### src/rtl/dac_fe_pkg.sv
package dac_fe_pkg;

    localparam int CODE_W_DEF = 12;
    localparam int SYNC_STAGES_DEF = 2;

    typedef struct packed {
        logic sclk;
        logic sdi;
        logic load_n;
    } pins_t;

    localparam pins_t PINS_IDLE = '{sclk: 1'b0, sdi: 1'b0, load_n: 1'b1};

    function automatic logic rising(input logic prev, input logic cur);
        return cur & ~prev;
    endfunction

endpackage

### src/rtl/dac_fe_sync.sv
module dac_fe_sync
    import dac_fe_pkg::*;
#(
    parameter int STAGES = SYNC_STAGES_DEF
) (
    input  logic  clk,
    input  logic  rst,
    input  pins_t raw,
    output pins_t q,
    output logic  sclk_rise
);

    pins_t chain [STAGES];
    logic  sclk_last;

    always_ff @(posedge clk) begin
        if (rst) begin
            for (int i = 0; i < STAGES; i++) begin
                chain[i] <= PINS_IDLE;
            end
            sclk_last <= 1'b0;
        end else begin
            chain[0] <= raw;
            for (int i = 1; i < STAGES; i++) begin
                chain[i] <= chain[i-1];
            end
            sclk_last <= chain[STAGES-1].sclk;
        end
    end

    assign q         = chain[STAGES-1];
    assign sclk_rise = rising(sclk_last, chain[STAGES-1].sclk);

endmodule

### src/rtl/dac_fe_shift.sv
module dac_fe_shift #(
    parameter int W = 12
) (
    input  logic         clk,
    input  logic         rst,
    input  logic         clr_n,
    input  logic         step,
    input  logic         bit_in,
    output logic [W-1:0] sreg
);

    always_ff @(posedge clk or negedge clr_n) begin
        if (!clr_n) begin
            sreg <= '0;
        end else if (rst) begin
            sreg <= '0;
        end else if (step) begin
            sreg <= {sreg[W-2:0], bit_in};
        end
    end

endmodule

### src/rtl/dac_fe_hold.sv
module dac_fe_hold #(
    parameter int W = 12
) (
    input  logic         clk,
    input  logic         rst,
    input  logic         clr_n,
    input  logic         open_n,
    input  logic [W-1:0] din,
    output logic [W-1:0] dout
);

    always_ff @(posedge clk or negedge clr_n) begin
        if (!clr_n) begin
            dout <= '0;
        end else if (rst) begin
            dout <= '0;
        end else if (!open_n) begin
            dout <= din;
        end
    end

endmodule

### src/rtl/dac_fe_top.sv
module dac_fe_top
    import dac_fe_pkg::*;
#(
    parameter int CODE_W      = CODE_W_DEF,
    parameter int SYNC_STAGES = SYNC_STAGES_DEF
) (
    input  logic              clk,
    input  logic              rst,
    input  logic              sclk,
    input  logic              sdi,
    input  logic              load_n,
    input  logic              clr_n,
    output logic [CODE_W-1:0] dac_code,
    output logic [CODE_W-1:0] shift_view
);

    pins_t             pins_raw;
    pins_t             pins_q;
    logic              sclk_rise;
    logic              sdi_q;
    logic              load_q_n;
    logic [CODE_W-1:0] sreg;
    logic [CODE_W-1:0] code_reg;

    assign pins_raw = '{sclk: sclk, sdi: sdi, load_n: load_n};
    assign sdi_q    = pins_q.sdi;
    assign load_q_n = pins_q.load_n;

    dac_fe_sync #(.STAGES(SYNC_STAGES)) u_sync (
        .clk       (clk),
        .rst       (rst),
        .raw       (pins_raw),
        .q         (pins_q),
        .sclk_rise (sclk_rise)
    );

    dac_fe_shift #(.W(CODE_W)) u_shift (
        .clk    (clk),
        .rst    (rst),
        .clr_n  (clr_n),
        .step   (sclk_rise),
        .bit_in (sdi_q),
        .sreg   (sreg)
    );

    dac_fe_hold #(.W(CODE_W)) u_hold (
        .clk    (clk),
        .rst    (rst),
        .clr_n  (clr_n),
        .open_n (load_q_n),
        .din    (sreg),
        .dout   (code_reg)
    );

    assign dac_code   = code_reg;
    assign shift_view = sreg;

endmodule

### config.mk
export PLATFORM = sky130hd
export DESIGN_NAME = dac_fe_top
export DESIGN_NICKNAME = d
export VERILOG_FILES = /design/src/rtl/dac_fe_pkg.sv /design/src/rtl/dac_fe_sync.sv /design/src/rtl/dac_fe_shift.sv /design/src/rtl/dac_fe_hold.sv /design/src/rtl/dac_fe_top.sv
export SDC_FILE = /design/constraint.sdc
export NUM_CORES = 1
export LEC_CHECK = 0
export ABC_AREA = 1
export BUFFER_PORTS_ARGS = -buffer_cell sky130_fd_sc_hd__buf_2
export CORE_MARGIN = 10
export CORE_UTILIZATION = 40
export DETAILED_ROUTE_END_ITERATION = 16
export GPL_TIMING_DRIVEN = 0
export PLACE_DENSITY_LB_ADDON = 0.08
export SETUP_SLACK_MARGIN = 0.15
export SLEW_MARGIN = 25
export SYNTH_ARGS = -nofsm -noshare
export SYNTH_HDL_FRONTEND = slang
export SYNTH_SLANG_ARGS = --single-unit
export TNS_END_PERCENT = 30
### constraint.sdc
create_clock -name clk -period 0.8 [get_ports clk]
set_input_delay 0.16 -clock clk [delete_from_list [all_inputs] [get_ports clk]]
set_output_delay 0.16 -clock clk [all_outputs]
set_load 0.01 [all_outputs]
==> summary.txt <==
Timing
  • RSZ-0062 raised after global routing: yes
  • Worst-margin pin slew: 0.5285 ns
  • Pins Over Slew Limit: 0
  • Fin Clk Skew: 0.01760 ns
  • Final hold vios: 24
  • Peak Freq: 971.9 MHz
  • Fin crit period: 1.029 ns
  • Final setup TNS: -5.279 ns
  • Final worst slack: -0.2289 ns
  • Max_slew headroom: 64.76%
  • Tcrit/Tclk final: 128.6%
  • Final setup viols: 32
  • Fin Hold WS: -0.2122 ns

CTS
  • Root Buffer: clkbuf_4
  • Max clock buf depth: 2
  • CTS H-tree lvls: 2
  • Worst skew pair latency: 0.33 ns
  • Clock Sink Count: 31
  • Clk pin slew, worst setup/hold paths: 0.11 ns
  • CTS tree: built
  • TritonCTS Buffers: 5

Floorplanning
  • Core ar.: 3028 um^2
  • IO Pins: 30
  • Number of core rows: 20
  • Die H: 75.85 um
  • Die width: 75.85 um
  • Initial Utilization: 41.20%
  • Die area: 5752 um^2

Yosys
  • Syn nets: 158
  • Post-Synthesis Cells: 152
  • Sequential area share after synthesis: 59.38%
  • YS warnings: 0
  • Synth Cell Area: 1247 um^2
  • Count of cell types in the netlist: 11
  • #FFs+latches synth: 31
  • Avg Inst Size Synth: 8.207 um^2

Critical path
  • Reg2reg start: u_shift.sreg[2]$_DFFE_PN0P_
  • R2R Path End: u_shift.sreg[3]$_DFFE_PN0P_
  • CP peak stage delay: 0.39 ns
  • Worst path bufs/invs: 1
  • Setup CP Type: flop to output pin
  • Setup crit start kind: flop
  • CP max FO: 2
  • Worst path arrival time: 0.87 ns
  • CP startpoint: u_shift.sreg[8]$_DFFE_PN0P_
  • Crit-path leading delay family: flip-flops
  • FF-to-FF path depth: 5
  • Critical Path RT: 0.64 ns
  • Critical Path End: shift_view[8]
  • Setup crit end kind: output pin
  • CP Cell Sequence: buf_2
  • Setup slack, reg-to-reg: -0.05 ns
  • Crit-path slowest cell: dfrtp_1
  • Stages on the worst setup path: 1

Placement
  • HPWL Detailed: 1860 um
  • GPL Wtd Cong: 0.7070
  • Cell count after placement: 225
  • Port-buffer cells: 29

Global routing
  • Vias in the first global route: 916
  • Global-route wire length before repair: 4195 um
  • GR Overflow Total: 0
  • Initial antenna violation count: 0
  • Gr usage total: 9.873%
  • Maximum number of pins on one net before global-route repair: 25

Layout
  • Layout cell share with drive strength beyond 1: 37.19%
  • Area Growth Syn to Fin: 33.90%
  • Post-route insts no fill: 243
  • Final Util: 55.17%
  • # diodes: 0
  • Layout Nets: 204

Routing
  • Wire per inst: 11.05 um
  • # DRC: 0
  • DR iter-0 viols: 40
  • Routed wire length: 2686 um
  • Number of routed nets with antenna violations: 0
  • Via density: 4.193
  • Drt first pass iters: 4
  • Routed via count: 1019

Power
  • Pwr Density: 1609 nW/um^2
  • Leakage: 0.9549 nW
  • Max IR drop VDD: 0.001028 V

Min path
  • HP Class: input pin to async pin

Outcome
  • Status: finished, violations left
  • Failing checks: hold timing, setup timing

Run
  • Max_cap viols: 0
## stage by stage
| stage | total power [mW] | hold WS (ns) | setup WS (ns) | instance area, um^2 |
|---|---|---|---|---|
| after floorplan | 1.696 | -0.1356 | 0.03932 | 1265 |
| after global placement | 1.757 | 0.1722 | -0.04321 | 1465 |
| after detailed placement | 1.758 | 0.1765 | -0.05346 | 1465 |
| after CTS | 2.728 | -0.1968 | -0.2512 | 1594 |
| after global routing | 2.815 | -0.1744 | -0.2773 | 1670 |
| final | 2.688 | -0.2122 | -0.2289 | 1670 |
## final cells by class
type	count	area (um^2)
inverter	20	75.07
multi-input combinational	95	421.7
clock inverter	1	5.005
timing repair buffer	39	251.5
sequential	31	743.2
fill	315	1358
buffer	6	63.81
tap	44	55.05
clock buffer	7	55.05
## flip-flops by register name (all words and copies together), names as in the netlist
register          cells
u_hold.dout          12
u_shift.sreg         12
u_sync.chain          6
u_sync.sclk_last      1
## timing repair
action	in CTS	in global routing
endpoints found under the setup margin	49	48
gates resized for setup	7	11
setup buffers	7	3
hold endpoints to repair	24	24
pin swaps	2	1
## layout by cell type, fill, tap and decap left out
master,instances
clkbuf_8,1
nor2_2,6
clkinv_2,1
clkbuf_1,1
clkbuf_4,6
buf_2,24
or2_4,1
buf_6,10
nand2_2,2
or2_2,1
nand2_1,71
buf_4,10
nor2_4,5
nor2_1,9
inv_2,5
dfrtp_1,24
inv_1,15
dfxtp_2,2
dfxtp_1,5
## where the power goes
| part | switching (mW) | leakage (nW) | internal (mW) |
|---|---|---|---|
| Sequential | 0.00652 | 0.394 | 1.58 |
| Combinational | 0.0982 | 0.525 | 0.0514 |
| Clock | 0.529 | 0.0353 | 0.426 |
## cells in the mapped netlist
library cell | count | share of area [%]
buf_6 | 2 | 1.8
nor2_1 | 12 | 3.6
nor2_2 | 8 | 4.0
buf_4 | 3 | 1.8
dfrtp_1 | 24 | 48
inv_2 | 1 | 0.30
dfxtp_1 | 7 | 11
nand2_1 | 73 | 22
or2_2 | 2 | 1.0
inv_1 | 19 | 5.7
buf_2 | 1 | 0.40
## cell families after synthesis
logic type	Yosys count	share of synthesized area (%)
flip-flops	31	59.38
buffers and inverters	26	10.03
AND/OR/NAND/NOR	95	30.59
## metal layers
metal	GRT usage, %	part of all wire (%)	vias to the layer above
li1	-	-	529
met1	10.36	43	465
met2	16.89	50	21
met3	4.557	6.4	4
met4	3.711	1.0	0
met5	0	0	-
## worst min-delay path by stage
| stage | startpoint | slack [ns] | endpoint | depth (start not counted) |
|---|---|---|---|---|
| 3_3_place_gp | clr_n | 0.17 | u_hold.dout[6]$_DFFE_PN0P_ | 1 |
| 5_1_grt | clr_n | -0.17 | u_shift.sreg[6]$_DFFE_PN0P_ | 1 |
| 3_5_place_dp | clr_n | 0.18 | u_hold.dout[6]$_DFFE_PN0P_ | 1 |
| 6_report | clr_n | -0.21 | u_hold.dout[6]$_DFFE_PN0P_ | 1 |
| 4_1_cts | clr_n | -0.20 | u_hold.dout[6]$_DFFE_PN0P_ | 1 |
| 2_1_floorplan | clr_n | -0.14 | u_hold.dout[0]$_DFFE_PN0P_ | 0 |
Note: power is estimated with default switching activity, not from simulation.
